[config.mk]
export PLATFORM = sky130hd
export DESIGN_NAME = vblank_flag_timer
export DESIGN_NICKNAME = d
export VERILOG_FILES = /design/src/rtl/vbt_pkg.sv /design/src/rtl/vbt_raster_ctrl.sv /design/src/rtl/vbt_status_path.sv /design/src/rtl/vblank_flag_timer.sv
export SDC_FILE = /design/constraint.sdc
export NUM_CORES = 1
export LEC_CHECK = 0
export ABC_AREA = 1
export BUFFER_PORTS_ARGS = -buffer_cell sky130_fd_sc_hd__buf_2
export CAP_MARGIN = 20
export CELL_PAD_IN_SITES_DETAIL_PLACEMENT = 1
export CELL_PAD_IN_SITES_GLOBAL_PLACEMENT = 2
export CORE_MARGIN = 5
export CORE_UTILIZATION = 28
export CTS_BUF_LIST = sky130_fd_sc_hd__clkbuf_16
export DETAILED_ROUTE_END_ITERATION = 10
export PLACE_DENSITY_LB_ADDON = 0.1
export SLEW_MARGIN = 15
export SYNTH_ARGS = -nofsm -noshare
export SYNTH_HDL_FRONTEND = slang
export SYNTH_SLANG_ARGS = --single-unit
[constraint.sdc]
create_clock -name clk -period 1.55 [get_ports clk]
set_clock_uncertainty 0.2 [all_clocks]
set_input_delay 0 -clock clk [delete_from_list [all_inputs] [get_ports clk]]
set_output_delay 0 -clock clk [all_outputs]
set_load 0.02 [all_outputs]
[src/rtl/vbt_pkg.sv]
package vbt_pkg;
  // Strobes from beam-position control to the flag datapath.
  typedef struct packed {
    logic vblankStart;   // cycle that would set the blanking flag
    logic vblankEnd;     // cycle that clears all status flags
  } vbtStrobe_t;

  localparam int VBLANK_LINE = 241;
  localparam int NTSC_LINES  = 262;
  localparam int PAL_LINES   = 312;
endpackage

[src/rtl/vbt_raster_ctrl.sv]
module vbt_raster_ctrl
  import vbt_pkg::*;
#(
  parameter int DOTS_PER_LINE = 341,
  parameter int LINES         = 262,
  parameter int LINE_W        = 9,
  parameter int DOT_W         = 9
) (
  input  logic              clk,
  input  logic              rst,
  output logic [LINE_W-1:0] lineCnt,
  output logic [DOT_W-1:0]  dotCnt,
  output vbtStrobe_t        strobes
);
  localparam logic [DOT_W-1:0]  LastDot  = DOT_W'(DOTS_PER_LINE - 1);
  localparam logic [LINE_W-1:0] LastLine = LINE_W'(LINES - 1);
  localparam logic [LINE_W-1:0] SetLine  = LINE_W'(VBLANK_LINE);
  localparam logic [DOT_W-1:0]  EventDot = DOT_W'(1);

  logic atLastDot;
  assign atLastDot = (dotCnt == LastDot);

  always_ff @(posedge clk) begin
    if (rst) begin
      lineCnt <= '0;
      dotCnt  <= '0;
    end else if (atLastDot) begin
      dotCnt  <= '0;
      lineCnt <= (lineCnt == LastLine) ? '0 : lineCnt + 1'b1;
    end else begin
      dotCnt <= dotCnt + 1'b1;
    end
  end

  // Position decode; reset masks both events.
  always_comb begin
    strobes.vblankStart = ~rst & (lineCnt == SetLine)  & (dotCnt == EventDot);
    strobes.vblankEnd   = ~rst & (lineCnt == LastLine) & (dotCnt == EventDot);
  end
endmodule

[src/rtl/vbt_status_path.sv]
module vbt_status_path
  import vbt_pkg::*;
#(
  parameter bit INIT_VBLANK = 1'b0
) (
  input  logic       clk,
  input  vbtStrobe_t strobes,
  input  logic       statusRead,
  input  logic       sprHitSet,
  input  logic       sprOvfSet,
  output logic [2:0] flagsOut
);
  // Flags live outside the reset domain; power-on value only.
  logic       vblankFlag = INIT_VBLANK;
  logic [1:0] stickyFlag = 2'b00;
  logic [1:0] stickySet;

  assign stickySet = {sprHitSet, sprOvfSet};

  always_ff @(posedge clk) begin
    if (strobes.vblankEnd)
      vblankFlag <= 1'b0;
    else if (statusRead)
      vblankFlag <= 1'b0;        // read on the set cycle suppresses the set
    else if (strobes.vblankStart)
      vblankFlag <= 1'b1;
  end

  for (genvar i = 0; i < 2; i++) begin : g_sticky
    always_ff @(posedge clk) begin
      if (strobes.vblankEnd)
        stickyFlag[i] <= 1'b0;
      else if (stickySet[i])
        stickyFlag[i] <= 1'b1;
    end
  end

  assign flagsOut = {vblankFlag, stickyFlag};
endmodule

[src/rtl/vblank_flag_timer.sv]
module vblank_flag_timer
  import vbt_pkg::*;
#(
  parameter int DOTS_PER_LINE = 341,
  parameter bit IS_PAL        = 1'b0,
  parameter bit INIT_VBLANK   = 1'b0,
  localparam int LINES  = IS_PAL ? PAL_LINES : NTSC_LINES,
  localparam int LINE_W = $clog2(LINES),
  localparam int DOT_W  = $clog2(DOTS_PER_LINE)
) (
  input  logic              clk,
  input  logic              rst,
  input  logic              statusRead,
  input  logic              sprHitSet,
  input  logic              sprOvfSet,
  output logic [2:0]        statusFlags,
  output logic              vblankEnd,
  output logic [LINE_W-1:0] line,
  output logic [DOT_W-1:0]  dot
);
  vbtStrobe_t strobes;

  vbt_raster_ctrl #(
    .DOTS_PER_LINE(DOTS_PER_LINE),
    .LINES(LINES),
    .LINE_W(LINE_W),
    .DOT_W(DOT_W)
  ) u_ctrl (
    .clk(clk),
    .rst(rst),
    .lineCnt(line),
    .dotCnt(dot),
    .strobes(strobes)
  );

  vbt_status_path #(
    .INIT_VBLANK(INIT_VBLANK)
  ) u_path (
    .clk(clk),
    .strobes(strobes),
    .statusRead(statusRead),
    .sprHitSet(sprHitSet),
    .sprOvfSet(sprOvfSet),
    .flagsOut(statusFlags)
  );

  assign vblankEnd = strobes.vblankEnd;
endmodule

# == Word-level counts from Yosys, hierarchy flattened ==
# Cells that the tools add are included.
# classes
n_addsub,2
bitwise,5
eq_ne,4
n_mux,1
n_reduce_logical,2
# ops
op,n
"adder 9 x 1 -> 9 bit, second input constant",2
"equality test 9 bit, second input constant",2
"equality test 9 x 1 -> 1 bit, second input constant",1
"equality test 9 x 8 -> 1 bit, second input constant",1
two-way mux 9 bit,1
AND 1 bit,4
OR reduction 2 bit,2
NOT 1 bit,1
# totals
register_bits,21
input_bits,5

# == Depth between registers and ports, before layout ==
# Gate-level depths: netlist of run 1.
# logic_depth
word_depth,4
ltp_mapped,11
mapped_depth_nobuf,11

# == Cells and area by module ==
# A second synthesis of run 1 with hierarchy kept.
# hier_totals
cells_unflattened,170
area_unflattened_um2,1183.6
# by_module_without_submodules
module,cells_per_inst,seq_area_each_um2,area_each_um2,instances
vbt_raster_ctrl,157,360.3,1079.8,1
vbt_status_path,13,60.1,103.8,1

# == Worst setup path before layout of run 1 ==
# OpenSTA, ideal clock, no wires.
# synth_path
path_kind,flip-flop to flip-flop
from,reg u_ctrl.lineCnt[0]
to,"reg u_path.stickyFlag[0], in the netlist u_path.flagsOut[0]"
setup_time_ns,0.121
setup_slack_ns,-0.080
t_required_ns,1.229
arrival_time_ns,1.309
stages_incl_launch_ff,9
n_path_buf,0
path_cell_list,dfxtp_1 ha_1 nand2_1 nor2_1 nand2_1 nor2_1 nand2_1 inv_1 nor2_1
# synth_via
elab_chain_len,3
# synth_rtl
element,line,text
from (decl),vbt_raster_ctrl.sv:11,"output logic [LINE_W-1:0] lineCnt,"
from (signal assigned),vbt_raster_ctrl.sv:29,lineCnt <= (lineCnt == LastLine) ? '0 : lineCnt + 1'b1;
equality test 9 bit,vbt_raster_ctrl.sv:38,strobes.vblankEnd = ~rst & (lineCnt == LastLine) & (dotCnt == EventDot);
AND 1 bit (2 in a row),vbt_raster_ctrl.sv:38,
net vblankEnd,vblank_flag_timer.sv:17,"output logic vblankEnd,"
"to (signal, indexed assignment)",vbt_status_path.sv:32,stickyFlag[i] <= 1'b0;
"to (signal, indexed assignment)",vbt_status_path.sv:34,stickyFlag[i] <= 1'b1;
to (decl),vbt_status_path.sv:15,logic [1:0] stickyFlag = 2'b00;
# The timed path passes the listed nets, and every way through them passes these cells.
# A chain may end at the register's enable or synchronous reset.

# == Worst setup path after layout of run 1 ==
# layout_path
from,reg u_ctrl.lineCnt[0]
to,reg u_ctrl.lineCnt[8]
# layout_via
elab_chain_len,2
word_cells_on_any_way,3
classes_between,add/sub (1); eq/ne (1); mux (1)
# layout_rtl
element,line
adder 9 x 1 -> 9 bit or equality test 9 bit (tied branches),vbt_raster_ctrl.sv:29
two-way mux 9 bit *,vbt_raster_ctrl.sv:29
# Mark *: on every way between the ends. The rest lies on a longest branch, timed or not.

==> out/qor.tcl, run 1 <==
set qor(outcome) {complete, no violations}
set qor(dpl_worst_slack_ns) -0.0415
set qor(syn_area_per_cell_um2) 6.79
set qor(timing_worst_setup_path_type) {reg2reg}
set qor(cts_made_buffers) 3
set qor(area_growth_pct) 46.0
set qor(drt-vias-per-instance) 4.54
set qor(fp.dieArea_um2) 5640
set qor(number_of_different_library_cells_in_the_post_synthesis_netlist) 26
set qor(power_leakage_nw) 0.802
set qor(hold_path.class) {reg2reg}
set qor(grt_max_degree) 13
set qor(synth_seq_area_share) 0.354
set qor(antenna_cell_count) 0
set qor(multi_input_comb_area_um2) 732
set qor(gpl.final_weighted_congestion) 0.753
set qor(number_of_global_route_vias_before_repair) 1257
set qor(grt_pass1_wl_um) 6000
set qor(tritoncts_clock_tree) {done}
set qor(slew-limit-headroom) 0.820
set qor(worstSetupEndpointType) {flop}
set qor(source_to_sink_clock_delay_at_the_later_pin_of_the_worst_skew_pair_ns) 0.26
set qor(post-dp-hpwl_um) 2730
set qor(ys_warn_count) 0
set qor(drt_iter0_markers) 43
set qor(final_period_minus_worst_setup_slack_ns) 1.55
set qor(finalSetupViolCount) 0
set qor(sw_frac_of_total) 0.232
set qor(finalWorstSetupSlack_ns) 0.00135
set qor(synth.net_count) 185
set qor(clk_root_buffer_cell) {sky130_fd_sc_hd__clkbuf_16}
set qor(most-common-layout-cells) {32 x sky130_fd_sc_hd__nand2_1, 28 x sky130_fd_sc_hd__nor2_1, 25 x sky130_fd_sc_hd__buf_2, 17 x sky130_fd_sc_hd__inv_1, 16 x sky130_fd_sc_hd__buf_4}
set qor(layout.cells.most_common) {sky130_fd_sc_hd__nand2_1}
set qor(dr_vias) 1248
set qor(worst_pin_slew_ns) 0.270
set qor(power-per-cell-area_nw_per_um2) 703
set qor(grt.overflow.total) 0
set qor(netlist_instances) 175
set qor(io_buffer_count) 26
set qor(layout.core_utilization) 0.427
set qor(path_clk_slew_ns) 0.06
set qor(share_seq_of_total_power) 0.454
set qor(grt_util_all_layers) 0.139
set qor(top_level_ports) 27
set qor(ir_worst_vdd_uv) 337
set qor(numClockSinks) 21
set qor(seqCellArea_um2) 434
set qor(detail_route.wirelength_um) 3580
set qor(final.fill_count) 514
set qor(floorplan.initialDensity) 0.293
set qor(fin_setup_tns_ns) 0
set qor(final_min_period_over_clock_period) 0.999
set qor(postRouteAntennaNets) 0
set qor(top_usage_layer) {met2}
set qor(floorplan.core_area_um2) 4060
set qor(ys_seq_elements) 21
set qor(cp_max_fo) 5
set qor(worstHoldStart) {u_ctrl.dotCnt[0]}
set qor(netlist_area_um2) 1190
set qor(fin_nets) 236
set qor(grt_antenna_before_repair) 0
set qor(reg2reg_setup_slack_ns) 0.001
set qor(finalHoldWorstSlack_ns) 0.252
set qor(p_clk_frac) 0.466
set qor(timing.max_cap.violations) 0
set qor(grtUsageMet2) 0.235
set qor(htree_levels) 1
set qor(final_layout_size_suffix_gt1_frac) 0.462
set qor(grtUsageMet3) 0.0240
set qor(fmax_mhz) 646
set qor(post-route-drc-count) 0
set qor(final-hold-violation-count) 0
set qor(die_width_um) 75.1
set qor(cell_internal_pwr_mw) 0.936
set qor(grt_setup_unrepaired) {yes}
set qor(timing.critical_path.from_type) {flop}
set qor(dr.pass1.iters) 4
set qor(globalRouteMet1Util) 0.182
set qor(post-synth-top-area-cell) {sky130_fd_sc_hd__dfxtp_1}
set qor(die_y_um) 75.1
set qor(crit_start) {u_ctrl.lineCnt[0]}
set qor(timing.final.max_slew_violations) 0
set qor(data_arrival_time_of_the_worst_path_ns) 1.50
set qor(comb_power_share) 0.080
set qor(crit_required_ns) 1.50
set qor(wl_per_cell_um) 13.0
set qor(p_sw_mw) 0.282
set qor(cts_max_path_buffers) 2
set qor(rows) 23
set qor(worst_r2r_startpoint) {u_ctrl.lineCnt[0]}
set qor(synthDominantCellAreaShare) 0.354
set qor(synth_area_leaders) {sky130_fd_sc_hd__dfxtp_1 35%, sky130_fd_sc_hd__nand2_1 12%, sky130_fd_sc_hd__nor2_1 11%}
synthesized netlist by cell type:
master and number:
sky130_fd_sc_hd__nor3_4 1, sky130_fd_sc_hd__nand4_1 2, sky130_fd_sc_hd__buf_4 1, sky130_fd_sc_hd__a21oi_2 1, sky130_fd_sc_hd__clkinv_2 1, sky130_fd_sc_hd__nor2_1 35, sky130_fd_sc_hd__o21bai_1 1, sky130_fd_sc_hd__o21ai_0 1
sky130_fd_sc_hd__nor3b_1 1, sky130_fd_sc_hd__dfxtp_1 21, sky130_fd_sc_hd__xor2_1 1, sky130_fd_sc_hd__ha_1 5, sky130_fd_sc_hd__inv_2 2, sky130_fd_sc_hd__nor2_2 2, sky130_fd_sc_hd__inv_1 25, sky130_fd_sc_hd__nor2_4 2
sky130_fd_sc_hd__nand3_1 14, sky130_fd_sc_hd__o21ai_1 2, sky130_fd_sc_hd__nor3_2 3, sky130_fd_sc_hd__buf_6 1, sky130_fd_sc_hd__a21oi_1 5, sky130_fd_sc_hd__nand2_2 6, sky130_fd_sc_hd__nand3_2 1, sky130_fd_sc_hd__nand2_1 39
sky130_fd_sc_hd__o22ai_2 1, sky130_fd_sc_hd__nor3_1 1
kinds of logic after synthesis:
family | Yosys count | share of synthesized area
simple gates | 107 | 0.423
fa+ha+maj | 5 | 0.0527
xor+xnor | 1 | 0.00738
flops | 21 | 0.354
compound gates | 11 | 0.0580
buf+inv | 30 | 0.105
through the flow:
stage | total power [mW] | instances | cell area (um^2)
2_1_floorplan | 0.610 | 175 | 1190
3_3_place_gp | 0.642 | 260 | 1450
5_1_grt | 1.28 | 275 | 1730
6_report | 1.22 | 275 | 1730
3_5_place_dp | 0.643 | 260 | 1450
4_1_cts | 1.24 | 273 | 1650
flip-flops by register name, summed over array words and instances (netlist names):
register,count
u_ctrl.dotCnt,9
u_ctrl.lineCnt,9
u_path.vblankFlag,1
u_path.flagsOut,2
power by group through the flow:
stage	sequential, mW	combinational [mW]	clock, mW
after floorplan	0.574	0.0362	0
after global placement	0.565	0.0767	0
after detailed placement	0.567	0.0769	0
after CTS	0.553	0.0926	0.594
after global routing	0.554	0.109	0.614
final	0.553	0.0980	0.567
critical path: stages (launching register included):
cell and delay [ns]:
sky130_fd_sc_hd__dfxtp_4 0.36, sky130_fd_sc_hd__buf_4 0.13, sky130_fd_sc_hd__ha_1 0.17, sky130_fd_sc_hd__nand2_1 0.12, sky130_fd_sc_hd__nor2_2 0.14, sky130_fd_sc_hd__nand4_1 0.15
sky130_fd_sc_hd__nor2_1 0.12, sky130_fd_sc_hd__nor2_1 0.05
timing repair:
item | CTS | global route
buffers inserted | 5 | 2
endpoints found under the setup margin | 6 | 17
gates cloned | 0 | 0
hold buffers | 4 | 0
endpoints found under the hold margin | 6 | 0
resized for setup | 17 | 26
pin swaps | 5 | 5
area by class of cell:
class,instances,area share
Sequential cell,21,0.250
Clock buffer,3,0.0433
Tap cell,50,0.0361
Timing Repair Buffer,48,0.184
Inverter,28,0.0613
Multi-Input combinational cell,124,0.422
Clock inverter,1,0.00289
final timing paths:
check | to | depth (start not counted)
max | u_ctrl.lineCnt[8] | 7
min | u_ctrl.dotCnt[0] | 1
max reg2reg | u_ctrl.lineCnt[8] | 7
min reg2reg | u_ctrl.dotCnt[0] | 1
routing by layer:
metal / vias up / wire length [um]
li1: 639 / -
met1: 588 / 1710
met2: 17 / 1730
met3: 4 / 120
met4: 0 / 26
met5: - / 0
No activity file was read; power rests on OpenSTA's default activity.
==> inputs of run 2 (changes only) <==
--- a/config.mk
+++ b/config.mk
@@ -6,15 +6,17 @@
 export NUM_CORES = 1
 export LEC_CHECK = 0
 export ABC_AREA = 1
-export BUFFER_PORTS_ARGS = -buffer_cell sky130_fd_sc_hd__buf_2
 export CAP_MARGIN = 20
 export CELL_PAD_IN_SITES_DETAIL_PLACEMENT = 1
 export CELL_PAD_IN_SITES_GLOBAL_PLACEMENT = 2
 export CORE_MARGIN = 5
-export CORE_UTILIZATION = 28
+export CORE_UTILIZATION = 33
 export CTS_BUF_LIST = sky130_fd_sc_hd__clkbuf_16
+export CTS_CLUSTER_DIAMETER = 80
 export DETAILED_ROUTE_END_ITERATION = 10
+export DONT_BUFFER_PORTS = 1
 export PLACE_DENSITY_LB_ADDON = 0.1
+export SKIP_LAST_GASP = 1
 export SLEW_MARGIN = 15
 export SYNTH_ARGS = -nofsm -noshare
 export SYNTH_HDL_FRONTEND = slang
==> out/qor.tcl, run 2 (synthesized netlist as in run 1, its figures left out) <==
set qor(numClockSinks) 21
set qor(cp_max_fo) 5
set qor(finalWorstSetupSlack_ns) -0.0256
set qor(grt_util_all_layers) 0.159
set qor(number_of_global_route_vias_before_repair) 1354
set qor(floorplan.initialDensity) 0.348
set qor(worst_pin_slew_ns) 0.296
set qor(grt_setup_unrepaired) {yes}
set qor(timing.critical_path.from_type) {flop}
set qor(postRouteAntennaNets) 0
set qor(path_common_cell) {sky130_fd_sc_hd__buf_6}
set qor(power_leakage_nw) 0.798
set qor(cts_hold_buffers) 4
set qor(grt.overflow.total) 0
set qor(dr.pass1.iters) 4
set qor(hold_path.class) {in2reg}
set qor(cts_made_buffers) 3
set qor(top_level_ports) 27
set qor(slew-limit-headroom) 0.802
set qor(source_to_sink_clock_delay_at_the_later_pin_of_the_worst_skew_pair_ns) 0.26
set qor(timing.max_cap.violations) 0
set qor(dp_cells) 243
set qor(layout.cells.most_common) {sky130_fd_sc_hd__nor2_1}
set qor(post_layout_nonfiller_instances) 263
set qor(critical-path-max-stage-delay_ns) 0.39
set qor(post-route-drc-count) 0
set qor(gpl.final_weighted_congestion) 0.775
set qor(drt-vias-per-instance) 4.73
set qor(die_y_um) 70.0
set qor(timing_worst_setup_path_type) {reg2out}
set qor(crit_family) {flip-flops}
set qor(antenna_cell_count) 0
set qor(critPathSlowestCell) {sky130_fd_sc_hd__dfxtp_4}
set qor(final_min_period_over_clock_period) 1.02
set qor(final-hold-violation-count) 5
set qor(grt_pass1_wl_um) 6240
set qor(cts_max_path_buffers) 2
set qor(path_clk_slew_ns) 0.06
set qor(finalSetupViolCount) 1
set qor(crit_required_ns) 1.35
set qor(most-common-layout-cells) {31 x sky130_fd_sc_hd__nor2_1, 30 x sky130_fd_sc_hd__buf_4, 29 x sky130_fd_sc_hd__nand2_1, 17 x sky130_fd_sc_hd__inv_1}
set qor(placed_inst_area_um2) 1410
set qor(floorplan.core_area_um2) 3420
set qor(seqCellArea_um2) 437
set qor(outcome) {finished, violations left}
set qor(power-per-cell-area_nw_per_um2) 689
set qor(grt_antenna_before_repair) 0
set qor(fin_nets) 228
set qor(io_buffer_count) 0
set qor(detail_route.wirelength_um) 3730
set qor(worstSetupEndpointType) {primary output}
set qor(tritoncts_clock_tree) {done}
set qor(finalHoldWorstSlack_ns) -0.399
set qor(fin_setup_tns_ns) -0.0256
set qor(clk_root_buffer_cell) {sky130_fd_sc_hd__clkbuf_16}
set qor(failed_checks) {hold timing, setup timing}
set qor(fin_area_um2) 1780
set qor(ir_worst_vdd_uv) 404
set qor(htree_levels) 1
set qor(area_growth_pct) 49.8
set qor(post-dp-hpwl_um) 2680
set qor(die_width_um) 70.0
set qor(drt_iter0_markers) 32
set qor(timing.final.max_slew_violations) 0
set qor(multi_input_comb_area_um2) 763
set qor(final_period_minus_worst_setup_slack_ns) 1.58
set qor(fmax_mhz) 635
set qor(wl_per_cell_um) 14.2
set qor(rows) 21
set qor(path_cells) {buf_6 > ha_1 > nand3_1 > nor2_2 > nand2_2 > inv_2 > buf_6}
set qor(final_layout_size_suffix_gt1_frac) 0.452
set qor(critical_path.n_buffers_inverters) 3
set qor(data_arrival_time_of_the_worst_path_ns) 1.38
set qor(dr_vias) 1245
set qor(final.fill_count) 432
set qor(grt_max_degree) 13
set qor(fp.dieArea_um2) 4900
run 2: changes by cell type in the layout (fill, tap and decap cells not counted), sizes merged:
cell,change
buf,-8
run 2: report_power, final:
part	internal [mW]	switching [mW]	total (mW)
clock network	0.347	0.219	0.566
logic	0.0479	0.0559	0.104
registers	0.545	0.0107	0.556
run 2: what timing repair did:
| action | 4_1_cts | 5_1_grt |
|---|---|---|
| pin swaps | 6 | 16 |
| gates resized for setup | 16 | 38 |
| endpoints found under the hold margin | 12 | 4 |
| setup endpoints to repair | 7 | 21 |
| buffers inserted | 10 | 2 |
run 2: per-layer routing:
metal	share of wire	GRT usage
met1	0.45	0.193
met4	0.014	0.0574
met3	0.035	0.0258
met5	0	0
met2	0.50	0.280
run 2: worst register-to-register path: cells and delay by family, from the launching register on:
family | cells | cell delay (ns)
adder cells (fa/ha/maj) | 1 | 0.14
AND/OR/NAND/NOR | 5 | 0.37
buffers and inverters | 4 | 0.34
AO/OA/AOI/OAI | 1 | 0.08
flip-flops | 1 | 0.34
run 2: final cells by class:
| cell class | instances | share of cell area |
|---|---|---|
| multi-input cells | 124 | 0.429 |
| flip-flops and latches | 21 | 0.245 |
| clock buffers | 3 | 0.0422 |
| inverters | 28 | 0.0612 |
| clock inverters | 1 | 0.00281 |
| well taps | 46 | 0.0323 |
| repair buffers | 40 | 0.187 |
run 2: final timing paths:
path	start	endpoint	slack, ns	depth (start not counted)
max	u_ctrl.dotCnt[0]	vblankEnd	-0.03	7
min	rst	u_ctrl.lineCnt[6]	-0.40	1
max reg2reg	u_ctrl.dotCnt[1]	u_ctrl.lineCnt[2]	0.01	11
min reg2reg	u_ctrl.dotCnt[0]	u_ctrl.dotCnt[0]	0.28	1
run 2: stage by stage:
step	utilization	hold slack, ns	setup WS, ns	power (mW)
2_1_floorplan	-	-0.131	0.0234	0.610
3_3_place_gp	0.412	-0.125	0.00846	0.634
3_5_place_dp	0.412	-0.123	-0.0699	0.637
4_1_cts	0.482	-0.397	-0.0209	1.22
5_1_grt	0.521	-0.401	-0.101	1.27
6_report	0.521	-0.399	-0.0256	1.23
